--- src/rtl/mgmt_pkg.sv ---
package mgmt_pkg;
  typedef enum logic [2:0] {
    S_IDLE, S_START, S_HDR, S_RD_TA, S_RD_DATA, S_WR_TA, S_WR_DATA, S_SKIP
  } mgmt_state_e;

  localparam logic [1:0] OP_RD = 2'b10;
  localparam logic [1:0] OP_WR = 2'b01;
endpackage

--- src/rtl/mgmt_preamble_det.sv ---
module mgmt_preamble_det #(
  parameter int PRE_LEN = 32
) (
  input  logic clk_i,
  input  logic rst_ni,
  input  logic mdio_i,
  output logic synced_o
);
  localparam int CNT_W = $clog2(PRE_LEN + 1);

  logic [CNT_W-1:0] ones_q;
  logic             synced_q;

  always_ff @(posedge clk_i or negedge rst_ni) begin
    if (!rst_ni) begin
      ones_q   <= '0;
      synced_q <= 1'b0;
    end else if (!synced_q) begin
      if (mdio_i) begin
        if (ones_q == CNT_W'(PRE_LEN - 1)) synced_q <= 1'b1;
        ones_q <= ones_q + 1'b1;
      end else begin
        ones_q <= '0;
      end
    end
  end

  assign synced_o = synced_q;
endmodule

--- src/rtl/mgmt_reg_bank.sv ---
module mgmt_reg_bank #(
  parameter int DATA_W = 16,
  parameter int RA_W   = 5
) (
  input  logic              clk_i,
  input  logic              rst_ni,
  input  logic              we_i,
  input  logic [RA_W-1:0]   waddr_i,
  input  logic [DATA_W-1:0] wdata_i,
  input  logic [RA_W-1:0]   raddr_i,
  output logic [DATA_W-1:0] rdata_o
);
  localparam int REG_CNT = 1 << RA_W;

  function automatic logic [DATA_W-1:0] init_val(input int idx);
    case (idx)
      0:       init_val = DATA_W'(16'h3100);
      1:       init_val = DATA_W'(16'h7809);
      2:       init_val = DATA_W'(16'h2000);
      3:       init_val = DATA_W'(16'h5c01);
      default: init_val = '0;
    endcase
  endfunction

  logic [DATA_W-1:0] regs_q [REG_CNT];

  for (genvar g = 0; g < REG_CNT; g++) begin : g_reg
    always_ff @(posedge clk_i or negedge rst_ni) begin
      if (!rst_ni)                                regs_q[g] <= init_val(g);
      else if (we_i && waddr_i == RA_W'(g))       regs_q[g] <= wdata_i;
    end
  end

  assign rdata_o = regs_q[raddr_i];
endmodule

--- src/rtl/mgmt_frame_fsm.sv ---
module mgmt_frame_fsm
  import mgmt_pkg::*;
#(
  parameter int DATA_W = 16,
  parameter int RA_W   = 5,
  parameter int PHY_W  = 5
) (
  input  logic              clk_i,
  input  logic              rst_ni,
  input  logic              mdio_i,
  input  logic              synced_i,
  input  logic [PHY_W-1:0]  phy_addr_i,
  input  logic [DATA_W-1:0] rdata_i,
  output logic [RA_W-1:0]   raddr_o,
  output logic              we_o,
  output logic [RA_W-1:0]   waddr_o,
  output logic [DATA_W-1:0] wdata_o,
  output logic              mdio_o,
  output logic              mdio_oe_o
);
  localparam int HDR_W = 2 + PHY_W + RA_W;
  localparam int CNT_W = $clog2(DATA_W + 2);

  mgmt_state_e       state_q;
  logic [CNT_W-1:0]  cnt_q;
  logic [HDR_W-1:0]  hdr_q;
  logic [DATA_W-1:0] sh_q;
  logic              oe_q, out_q, we_q;
  logic [RA_W-1:0]   waddr_q;
  logic [DATA_W-1:0] wdata_q;

  logic [HDR_W-1:0] hdr_nx;
  logic [1:0]       op_nx;
  logic [PHY_W-1:0] phy_nx;
  logic             hit_nx;

  assign hdr_nx = {hdr_q[HDR_W-2:0], mdio_i};
  assign op_nx  = hdr_nx[HDR_W-1 -: 2];
  assign phy_nx = hdr_nx[RA_W +: PHY_W];
  assign hit_nx = (phy_nx == phy_addr_i);

  always_ff @(posedge clk_i or negedge rst_ni) begin
    if (!rst_ni) begin
      state_q <= S_IDLE;
      cnt_q   <= '0;
      hdr_q   <= '0;
      sh_q    <= '0;
      oe_q    <= 1'b0;
      out_q   <= 1'b0;
      we_q    <= 1'b0;
      waddr_q <= '0;
      wdata_q <= '0;
    end else begin
      we_q <= 1'b0;
      case (state_q)
        S_IDLE: begin
          // start code first bit; only once synchronised
          if (synced_i && !mdio_i) state_q <= S_START;
        end
        S_START: begin
          cnt_q   <= '0;
          state_q <= mdio_i ? S_HDR : S_IDLE;
        end
        S_HDR: begin
          hdr_q <= hdr_nx;
          cnt_q <= cnt_q + 1'b1;
          if (cnt_q == CNT_W'(HDR_W - 1)) begin
            cnt_q <= '0;
            if (hit_nx && op_nx == OP_RD)      state_q <= S_RD_TA;
            else if (hit_nx && op_nx == OP_WR) state_q <= S_WR_TA;
            else                               state_q <= S_SKIP;
          end
        end
        S_RD_TA: begin
          // first turnaround bit left undriven; drive 0 for the second
          oe_q    <= 1'b1;
          out_q   <= 1'b0;
          sh_q    <= rdata_i;
          state_q <= S_RD_DATA;
        end
        S_RD_DATA: begin
          if (cnt_q == CNT_W'(DATA_W)) begin
            oe_q    <= 1'b0;
            out_q   <= 1'b0;
            cnt_q   <= '0;
            state_q <= S_IDLE;
          end else begin
            out_q <= sh_q[DATA_W-1];
            sh_q  <= {sh_q[DATA_W-2:0], 1'b0};
            cnt_q <= cnt_q + 1'b1;
          end
        end
        S_WR_TA: begin
          cnt_q <= cnt_q + 1'b1;
          if (cnt_q == CNT_W'(1)) begin
            cnt_q   <= '0;
            state_q <= S_WR_DATA;
          end
        end
        S_WR_DATA: begin
          sh_q  <= {sh_q[DATA_W-2:0], mdio_i};
          cnt_q <= cnt_q + 1'b1;
          if (cnt_q == CNT_W'(DATA_W - 1)) begin
            we_q    <= 1'b1;
            waddr_q <= hdr_q[RA_W-1:0];
            wdata_q <= {sh_q[DATA_W-2:0], mdio_i};
            cnt_q   <= '0;
            state_q <= S_IDLE;
          end
        end
        S_SKIP: begin
          cnt_q <= cnt_q + 1'b1;
          if (cnt_q == CNT_W'(DATA_W + 1)) begin
            cnt_q   <= '0;
            state_q <= S_IDLE;
          end
        end
        default: state_q <= S_IDLE;
      endcase
    end
  end

  assign raddr_o   = hdr_q[RA_W-1:0];
  assign we_o      = we_q;
  assign waddr_o   = waddr_q;
  assign wdata_o   = wdata_q;
  assign mdio_o    = out_q;
  assign mdio_oe_o = oe_q;
endmodule

--- src/rtl/mgmt_serial_slave.sv ---
module mgmt_serial_slave #(
  parameter int DATA_W  = 16,
  parameter int RA_W    = 5,
  parameter int PRE_LEN = 32
) (
  input  logic       mdc_i,
  input  logic       rst_ni,
  input  logic       mdio_i,
  input  logic [4:0] phy_addr_i,
  output logic       mdio_o,
  output logic       mdio_oe_o
);
  localparam int PHY_W = 5;

  logic              synced;
  logic              reg_we;
  logic [RA_W-1:0]   reg_waddr, reg_raddr;
  logic [DATA_W-1:0] reg_wdata, reg_rdata;

  mgmt_preamble_det #(.PRE_LEN(PRE_LEN)) u_pre (
    .clk_i   (mdc_i),
    .rst_ni  (rst_ni),
    .mdio_i  (mdio_i),
    .synced_o(synced)
  );

  mgmt_frame_fsm #(.DATA_W(DATA_W), .RA_W(RA_W), .PHY_W(PHY_W)) u_fsm (
    .clk_i     (mdc_i),
    .rst_ni    (rst_ni),
    .mdio_i    (mdio_i),
    .synced_i  (synced),
    .phy_addr_i(phy_addr_i),
    .rdata_i   (reg_rdata),
    .raddr_o   (reg_raddr),
    .we_o      (reg_we),
    .waddr_o   (reg_waddr),
    .wdata_o   (reg_wdata),
    .mdio_o    (mdio_o),
    .mdio_oe_o (mdio_oe_o)
  );

  mgmt_reg_bank #(.DATA_W(DATA_W), .RA_W(RA_W)) u_bank (
    .clk_i  (mdc_i),
    .rst_ni (rst_ni),
    .we_i   (reg_we),
    .waddr_i(reg_waddr),
    .wdata_i(reg_wdata),
    .raddr_i(reg_raddr),
    .rdata_o(reg_rdata)
  );
endmodule

--- config.mk ---
export PLATFORM = sky130hd
export DESIGN_NAME = mgmt_serial_slave
export DESIGN_NICKNAME = d
export VERILOG_FILES = /design/src/rtl/mgmt_pkg.sv /design/src/rtl/mgmt_preamble_det.sv /design/src/rtl/mgmt_reg_bank.sv /design/src/rtl/mgmt_frame_fsm.sv /design/src/rtl/mgmt_serial_slave.sv
export SDC_FILE = /design/constraint.sdc
export NUM_CORES = 1
export LEC_CHECK = 0
export ABC_AREA = 1
export CORE_UTILIZATION = 55
export DETAILED_ROUTE_END_ITERATION = 16
export DONT_BUFFER_PORTS = 1
export PLACE_DENSITY = 0.7
export SYNTH_ARGS = -nofsm -noshare
export SYNTH_HDL_FRONTEND = slang
export SYNTH_SLANG_ARGS = --single-unit
--- constraint.sdc ---
create_clock -name mdc_i -period 2.7 [get_ports mdc_i]
set_clock_uncertainty 0.2 [all_clocks]
set_input_delay 0 -clock mdc_i [delete_from_list [all_inputs] [get_ports mdc_i]]
set_output_delay 0 -clock mdc_i [all_outputs]
set_load 0.01 [all_outputs]
After elaboration in Yosys (flattened, before gate mapping). Index checks and enable logic that the tools add are counted.

Add/sub/neg operators: 2. $lt $le $gt $ge: 1. Equal/unequal tests: 54. Multiplexer cells: 31. Bitwise operators: 1. Reduce and logical (&&, ||, !) cells: 45.

Operators by type and width (count): $eq 5x5->1 const B (18); $bmux 16 s5 (1); $eq 5x4->1 const B (10); $mux 16 (3); $pmux 16 s3 (1); $logic_and 1x1->1 (35); $pmux 5 s6 (1); $mux 5 (5); $pmux 3 s8 (1); $mux 3 (7); $eq 5x3->1 const B (4); $eq 3x3->1 const B (4); $ne 2x1->1 const B (6); $eq 5x1->1 const B (2); $eq 5x2->1 const B (2); $mux 1 (7); $add 6x1->6 const B (1); $eq 3x2->1 const B (2); $eq 6x5->1 const B (1); $ge 6x6->1 const B (1); $mux 6 (1); $not 5->6 (1); $reduce_and 2->1 (3); $reduce_and 6->1 (1); 14 further kinds (16).

Flip-flop bits (word level): 578. Input port bits: 8. Output and inout port bits: 2.

Logic depth before layout (Yosys ltp). Gate-level depths: netlist of the first run.

Depth after elaboration: 6. Depth in mapped cells: 14. Depth with buffers taken out: 11.

Hierarchy. A second synthesis of the first run with hierarchy kept.

Cells, all modules: 3354. Area total of the unflattened synthesis: 26765.7 um^2.

By module, submodules not included: mgmt_reg_bank (times used 1, cells each 2978, area an instance 23314.9 um^2, seq. area each 12831.1 um^2); mgmt_frame_fsm (times used 1, cells each 330, area an instance 3105.5 um^2, seq. area each 1476.4 um^2); mgmt_preamble_det (times used 1, cells each 46, area an instance 345.3 um^2, seq. area each 175.2 um^2).

Least setup slack after synthesis of the first run. OpenSTA, ideal clock, no wires.

Path kind: reg-to-reg. Start point: register u_fsm.cnt_q[0]. End point: register u_fsm.waddr_q[4], in the netlist u_fsm.waddr_o[4]. Library setup time: 0.136 ns. Arrival: 1.536 ns. Data required time: 2.364 ns. Slack: 0.828 ns. Stages on the path, launching flop included: 9. Buffers on the path: 2. Period minus slack after synthesis: 1.872 ns. Cells stage by stage: dfrtp_1 ha_1 nand2_1 nor2_1 ha_1 nand2_1 buf_2 clkbuf_1 o21ai_0.

Word-level cells in the longest chain between the ends: 2.

Ends and longest elaborated chain: from (decl) (line mgmt_frame_fsm.sv:25) `logic [CNT_W-1:0] cnt_q;`; from (signal assigned) (line mgmt_frame_fsm.sv:66) `cnt_q <= cnt_q + 1'b1;`; from (signal assigned) (line mgmt_frame_fsm.sv:90) `cnt_q <= cnt_q + 1'b1;`; from (signal assigned) (line mgmt_frame_fsm.sv:94) `cnt_q <= cnt_q + 1'b1;`; $eq 5x4->1 (line mgmt_frame_fsm.sv:103) `if (cnt_q == CNT_W'(DATA_W - 1)) begin`; $reduce_and 2->1 (no source line); to (signal assigned) (line mgmt_frame_fsm.sv:105) `waddr_q <= hdr_q[RA_W-1:0];`; to (decl) (line mgmt_frame_fsm.sv:29) `logic [RA_W-1:0] waddr_q;`.

Every way passes these cells. A chain may end at the register's enable or synchronous reset.

Worst setup path after layout of the first run.
Start point: register u_fsm.hdr_q[0]. End point: register u_fsm.sh_q[3].

Word-level cells in the longest chain between the ends: 5.

Ends and longest elaborated chain: from (decl) (line mgmt_frame_fsm.sv:26) `logic [HDR_W-1:0] hdr_q;`; from (signal assigned) (line mgmt_frame_fsm.sv:65) `hdr_q <= hdr_nx;`; $not 5->6 (not written as such) (line mgmt_reg_bank.sv:34) `assign rdata_o = regs_q[raddr_i];`; $bmux 16 s5 (line mgmt_reg_bank.sv:34); $mux 16 (not written as such) (2 in series) (line mgmt_reg_bank.sv:34); $pmux 16 s3 (line mgmt_frame_fsm.sv:55) `case (state_q)`; to (signal assigned) (line mgmt_frame_fsm.sv:78) `sh_q <= rdata_i;`; to (signal assigned) (line mgmt_frame_fsm.sv:89) `sh_q <= {sh_q[DATA_W-2:0], 1'b0};`; to (signal assigned) (line mgmt_frame_fsm.sv:101) `sh_q <= {sh_q[DATA_W-2:0], mdio_i};`; to (decl) (line mgmt_frame_fsm.sv:27) `logic [DATA_W-1:0] sh_q;`.

Every way passes these cells. The select of a mux whose other input is x is not followed.

==> results of run 1 <==
==> metrics by stage <==
stage / util [%] / cells / hold WS, ns / worst slack (ns)
2_1_floorplan: - / 3420 / -0.4956 / 0.8278
3_3_place_gp: 56.93 / 3847 / -0.4415 / 0.3540
3_5_place_dp: 56.93 / 3847 / -0.4462 / 0.3469
4_1_cts: 61.33 / 3965 / -1.121 / 0.05580
5_1_grt: 61.34 / 3965 / -1.101 / 0.1635
6_report: 61.34 / 3965 / -1.082 / 0.2551
==> worst max-delay path: cells and delay by family (launching register included) <==
family | cells | cell delay, ns
and+or+nand+nor | 7 | 0.91
DFF | 1 | 0.59
buffers and inverters | 2 | 0.44
AOI/OAI and AO/OA | 1 | 0.18
==> synth_stat cells, drive strengths merged (3+ instances only) <==
library cell	number	area, um2
a211oi	3	22.52
a21oi	28	143.9
buf	81	457.9
clkbuf	185	694.4
dfrtp	563	14090
dfstp	15	394.1
ha	6	75.07
inv	174	653.1
nand2	1339	5034
nand3	354	1772
nand4	3	18.77
nor2	59	231.5
nor3	3	15.01
o211ai	31	232.7
o21ai	560	2806
o22ai	3	32.53
xor2	3	26.28
==> where the power goes <==
part	internal, mW	leakage (nW)	switching, mW
combinational	2.17	4.70	5.80
clock	5.05	1.02	3.47
sequential	8.93	7.89	0.276
total	16.2	13.6	9.54
==> sequential cells by signal (all words and copies together) (netlist names) <==
signal           cells
u_bank.regs_q      512
u_fsm.cnt_q          5
u_fsm.hdr_q         11
u_fsm.mdio_o         1
u_fsm.mdio_oe_o      1
u_fsm.sh_q          16
u_fsm.state_q        3
u_fsm.waddr_o        5
u_fsm.wdata_o       16
u_fsm.we_o           1
u_pre.ones_q         6
u_pre.synced_o       1
==> timing repair <==
item | 4_1_cts | 5_1_grt
resized for setup | 0 | 2
setup endpoints to repair | 0 | 1
setup buffers | 0 | 1
hold endpoints to repair | 591 | 578
==> cell type report <==
type | count | share of cell area [%]
flip-flops and latches | 578 | 49.38
multi-input cells | 2400 | 35.70
clock buffers | 99 | 6.472
repair buffers | 84 | 3.044
well taps | 615 | 2.622
inverters | 176 | 2.277
clock inverters | 13 | 0.5031
==> path summary, 6_finish.rpt <==
path / slack, ns / to / cells past startpoint / from
worst min-delay path: -1.08 / u_bank.regs_q[339] / 0 / rst_ni
max in group asynchronous: 2.09 / u_bank.regs_q[487] / 0 / rst_ni
worst max register to register: 0.26 / u_fsm.sh_q[3] / 10 / u_fsm.hdr_q[0]
worst max-delay path: 0.26 / u_fsm.sh_q[3] / 10 / u_fsm.hdr_q[0]
min in group mdc_i: 0.12 / u_pre.ones_q[0] / 3 / mdio_i
worst min register to register: 0.28 / u_bank.regs_q[341] / 2 / u_bank.regs_q[341]
==> metal layers <==
layer  part of all wire (%)  global-route usage, %  vias to the layer above
met5                  0.011                      0                        -
met4                    5.0                  16.48                        2
met3                    7.9                  5.475                      199
met2                     45                  50.47                      965
met1                     42                  45.60                    11165
li1                       -                      -                    10739
==> cell families (layout without fill, tap and decap cells) <==
family,Yosys count,after routing
AND/OR/NAND/NOR,1761,1761
AO/OA/AOI/OAI,628,628
flip-flops,578,578
buffers and inverters,442,372
adder cells (fa/ha/maj),6,6
XOR/XNOR,5,5
==> metrics.md, run 1 <==
| Metric | Value |
|---|---|
| Status | finished, violations left |
| Failing checks | negative hold slack, max-slew violations |
| Worst-Margin Slew | 1.686 ns |
| Reg clk slew, reported paths | ~0.070 ns |
| CP peak stage delay | 0.59 ns |
| Global placer's final weighted congestion | around 0.96 |
| CP max FO | 70 |
| Highest clock rate | 409.0 MHz |
| Post-synth cell types | 35 |
| Crit Path Category | reg -> reg |
| Die Ht | roughly 220 um |
| Mux cell area share after synthesis | 0% |
| Site row count | 80 |
| CTS Sinks | 578 |
| Number of remaining DRC errors | 0 |
| Starting density of the core | 55.95% |
| Complex-gate fraction of the synthesized area | 12.19% |
| Cell Area, Placed | 27240 um2 |
| Ys async rst share | between 90% and 100% |
| Required @ worst endpoint | 3.07 ns |
| HPWL Detailed | between 40000 and 50000 um |
| Worst skew pair latency | 0.64 ns |
| Vias in the first global route | 22114 |
| Unrepaired setup endpoints after global routing | no |
| Critical Path AT | 2.82 ns |
| Grt ovf | 0 |
| Wirelength per Cell | between 20 and 25 um |
| Num CTS Buffers | 60 |
| Initial antenna violation count | 1 |
| Final net count | between 3000 and 4000 |
| H-Tree Depth | 2 |
| Tmin final | 2.445 ns |
| Antenna Nets Post-Route | 0 |
| Layout cells sized above 1 | 6.269% |
| Syn_area_per_cell | 7.827 um2 |
| Synthesized instance count | 3420 |
| Post-route setup TNS | 0 ns |
| Register Area | 14490 um2 |
| Cell area after synthesis | 26770 um2 |
| PnR Total Power | 25.70 mW |
| Largest net degree at the start of global routing | 579 |
| IO Pins | 10 |
| Finished Cell Area | 29350 um2 |
| N_diodes | 0 |
| CTS tree | built |
| Final wirelength | roughly 80000 um |
| Post-Synth Adder-Cell Area | 0.2805% |
| Syn Nets | 3434 |
| Leading cell type in the layout, fill and taps excluded | nand2_1 |
| CP Launch Type | flop |
| Max cap viols | 0 |
| Port buffer count | 0 |
| Initial DRC Count | 2980 |
| Hold Path Class | in -> async |
| Slowest stage cell, crit path | dfrtp_4 |
| Global-route wire length before repair | 126700 um |
| Crit. End Element | flop |
| Filler instances | around 4200 |
| Clk root buf | clkbuf_16 |
| Crit-path most repeated cell | nand3_1 |
| Chip Width | 222.6 um |
| Core ar. | 47850 um2 |
| Vias per inst | approximately 5.8 |
| Synth Register Bits | 578 |
| Layout area overhead | 9.634% |
| Synth Area in Simple Gates | roughly a quarter |
| Number of setup violations in the final report | 0 |
| Worst vdd rail ir drop | 0.0005486 V |
| Sequential share of the synthesized area | 54.10% |
| GRT Overall Usage | 32.96% |
| Largest family of logic cells by synthesized area | simple AND/OR/NAND/NOR gates |
| Syn. warnings | 0 |
| Number of flops mapped to enable cells by yosys | 0 |
| Die area | about 50000 um2 |
| Hold Buf Count CTS | 6 |
| Final Hold Viols | 578 |
| Drt pass-1 iters | 6 |
| Static Leak | 13.61 nW |
| Xor and xnor fraction of the mapped netlist area | 0.1636% |
| DR vias | 23070 |
| Hold slack | -1.082 ns |
| Area of the multi-input gates | 10480 um2 |
| Fin crit share | between 90% and 100% |
| PwrDens | 875.7 nW/um2 |
| Maximum clock insertion buffer count | 3 |
| Synth Flop Type | dfrtp_1 |
| Slew HR | -12.38% |
| Crit path cell chain | inv_6 > buf_12 > nand2_1 > nand3_1 > nand2_1 > nand2_1 > nand3_1 > nand3_1 > nand3_1 > a21oi_1 |
| Slew Limit Fails | 133 |
| Most frequent cells in the layout | 1338 x nand2_1, 560 x dfrtp_1, 552 x o21ai_0 |
(Power assumes the default switching activity.)
==> run 2, diff against run 1 <==
--- a/config.mk
+++ b/config.mk
@@ -7,9 +7,10 @@
 export LEC_CHECK = 0
 export ABC_AREA = 1
 export CORE_UTILIZATION = 55
+export CTS_BUF_LIST = sky130_fd_sc_hd__clkbuf_16
 export DETAILED_ROUTE_END_ITERATION = 16
 export DONT_BUFFER_PORTS = 1
-export PLACE_DENSITY = 0.7
+export PLACE_DENSITY = 0.77
 export SYNTH_ARGS = -nofsm -noshare
 export SYNTH_HDL_FRONTEND = slang
 export SYNTH_SLANG_ARGS = --single-unit
==> metrics.md, run 2 (synthesis results as in run 1) <==
| Metric | Value |
|---|---|
| Worst skew pair latency | 0.63 ns (was 0.64 ns) |
| Drt pass-1 iters | 6 (unchanged) |
| PwrDens | 839.6 nW/um2 (was 875.7 nW/um2) |
| Failing checks | negative hold slack (was negative hold slack, max-slew violations) |
| Vias in the first global route | 22204 (was 22114) |
| Maximum clock insertion buffer count | 3 (unchanged) |
| GRT Overall Usage | 31.89% (was 32.96%) |
| Max reg flops | 512 (unchanged) |
| Vias per inst | 5.900 (was 5.818) |
| Reg clk slew, reported paths | 0.06 ns (was 0.07 ns) |
| Top delay family on crit path | buffers and inverters (was simple AND/OR/NAND/NOR gates) |
| Largest net degree at the start of global routing | 579 (unchanged) |
| Number of setup violations in the final report | 0 (unchanged) |
| Site row count | 80 (unchanged) |
| Crit-path most repeated cell | nand2_1 (was nand3_1) |
| H-Tree Depth | 2 (unchanged) |
| Final net count | 3319 (was 3314) |
| Layout area overhead | 8.830% (was 9.634%) |
| Global placer's final weighted congestion | 0.9293 (was 0.9554) |
| Die area | 49560 um2 (unchanged) |
| Tmin final | 2.528 ns (was 2.445 ns) |
| N_diodes | 0 (unchanged) |
| Worst vdd rail ir drop | 0.0006338 V (was 0.0005486 V) |
| Final wirelength | 77560 um (was 80030 um) |
| Fin crit share | 93.64% (was 90.55%) |
| Antenna Nets Post-Route | 0 (unchanged) |
| Finished Cell Area | 29130 um2 (was 29350 um2) |
| Post CTS Setup Buffer Count | 0 (unchanged) |
| Post-cts gate resize count | 0 (unchanged) |
| Crit path cell chain | clkinv_1 > a211oi_1 > dlygate4sd3_1 > nand4_1 > dlygate4sd3_1 > nand2_1 > nand2_1 > nand2_1 > nand2_1 (was inv_6 > buf_12 > nand2_1 > nand3_1 > nand2_1 > nand2_1 > nand3_1 > nand3_1 > nand3_1 > a21oi_1) |
| Slowest stage cell, crit path | dlygate4sd3_1 (was dfrtp_4) |
| Layout cells sized above 1 | 5.579% (was 6.269%) |
| Cell Area, Placed | 27330 um2 (was 27240 um2) |
| Hold Path Class | in -> async (unchanged) |
| Setup WS pre-CTS | 0.4381 ns (was 0.3469 ns) |
| Fin util | 60.89% (was 61.34%) |
| Fin worst setup slack | 0.1718 ns (was 0.2551 ns) |
| Static Leak | 13.55 nW (was 13.61 nW) |
| CP max FO | 4 (was 70) |
| Number of remaining DRC errors | 0 (unchanged) |
| Clk root buf | clkbuf_16 (unchanged) |
| CP peak stage delay | 0.60 ns (was 0.59 ns) |
| Grt ovf | 0 (unchanged) |
| Slew HR | 21.93% (was -12.38%) |
| HPWL Detailed | 46530 um (was 47180 um) |
| IO Pins | 10 (unchanged) |
| CP Launch Type | flop (unchanged) |
| Leading cell type in the layout, fill and taps excluded | nand2_1 (unchanged) |
| Slew Limit Fails | 0 (was 133) |
| Max cap viols | 0 (unchanged) |
| Post-route setup TNS | 0 ns (unchanged) |
| Starting density of the core | 55.95% (unchanged) |
| Wirelength per Cell | 19.55 um (was 20.18 um) |
| Crit Path Category | reg -> reg (unchanged) |
| Worst-Margin Slew | 1.171 ns (was 1.686 ns) |
| Crit. End Element | flop (unchanged) |
| Port buffer count | 0 (unchanged) |
| Buf/Inv on CP | 3 (was 2) |
| Initial DRC Count | 2919 (was 2980) |
| DR vias | 23406 (was 23070) |
| Final Hold Viols | 578 (unchanged) |
| Initial antenna violation count | 1 (unchanged) |
| Hold slack | -1.063 ns (was -1.082 ns) |
| Critical Path AT | 2.85 ns (was 2.82 ns) |
| Hold Buf Count CTS | 6 (unchanged) |
| Core ar. | 47850 um2 (unchanged) |
| CTS Sinks | 578 (unchanged) |
| Highest clock rate | 395.5 MHz (was 409.0 MHz) |
| Most frequent cells in the layout | 1338 x nand2_1, 560 x dfrtp_1, 552 x o21ai_0 (unchanged) |
| Die Ht | 222.6 um (unchanged) |
| Required @ worst endpoint | 3.02 ns (was 3.07 ns) |
| CTS tree | built (unchanged) |
| Status | finished, violations left (unchanged) |
| Largest Register | u_bank.regs_q (unchanged) |
| Unrepaired setup endpoints after global routing | no (unchanged) |
| Num CTS Buffers | 59 (was 60) |
| Chip Width | 222.6 um (unchanged) |
| Global-route wire length before repair | 123900 um (was 126700 um) |
run 2: cell count changes in the layout (fill, tap and decap cells not counted), moves of 2 or more:
cell,previous run,this run
buf_12,20,24
clkbuf_8,23,0
clkbuf_1,15,0
bufinv_16,3,1
inv_1,168,185
clkinv_1,1,22
run 2: layer usage:
metal  wire (um)  part of all wire (%)  GRT usage [%]  up-vias
met2       35260                    45          49.87     1150
met4        3416                   4.4          15.06        0
met3        7132                   9.2          5.647      176
li1            -                     -              -    10746
met1       31750                    41          43.34    11334
met5           0                     0              0        -
run 2: power by group:
| group | switching (mW) | internal (mW) |
|---|---|---|
| sequential | 0.281 | 8.93 |
| clock | 3.40 | 4.08 |
| combinational | 5.52 | 2.24 |
run 2: worst paths after layout:
| path | startpoint | end | slack [ns] | depth (start not counted) |
|---|---|---|---|---|
| worst max-delay path | u_fsm.hdr_q[4] | u_fsm.state_q[2] | 0.17 | 9 |
| worst max register to register | u_fsm.hdr_q[4] | u_fsm.state_q[2] | 0.17 | 9 |
| worst min-delay path | rst_ni | u_bank.regs_q[344] | -1.06 | 0 |
| worst min register to register | u_bank.regs_q[153] | u_bank.regs_q[153] | 0.28 | 2 |
| max in group asynchronous | rst_ni | u_bank.regs_q[175] | 2.48 | 0 |
| min in group mdc_i | mdio_i | u_pre.ones_q[0] | 0.12 | 3 |
run 2: per-stage QoR:
stage	cells	power, mW
after floorplan	3420	14.24
after global placement	3853	16.83
after detailed placement	3853	16.89
after CTS	3967	24.38
after global routing	3967	25.45
final	3967	24.46
run 2: layout make-up:
type,instances,area [um2]
sequential,578,14490
multi-input combinational,2400,10470
fill,4111,18710
clock buffer,60,1501
tap,615,769.5
inverter,176,668.1
timing repair buffer,90,991.0
clock inverter,48,237.7
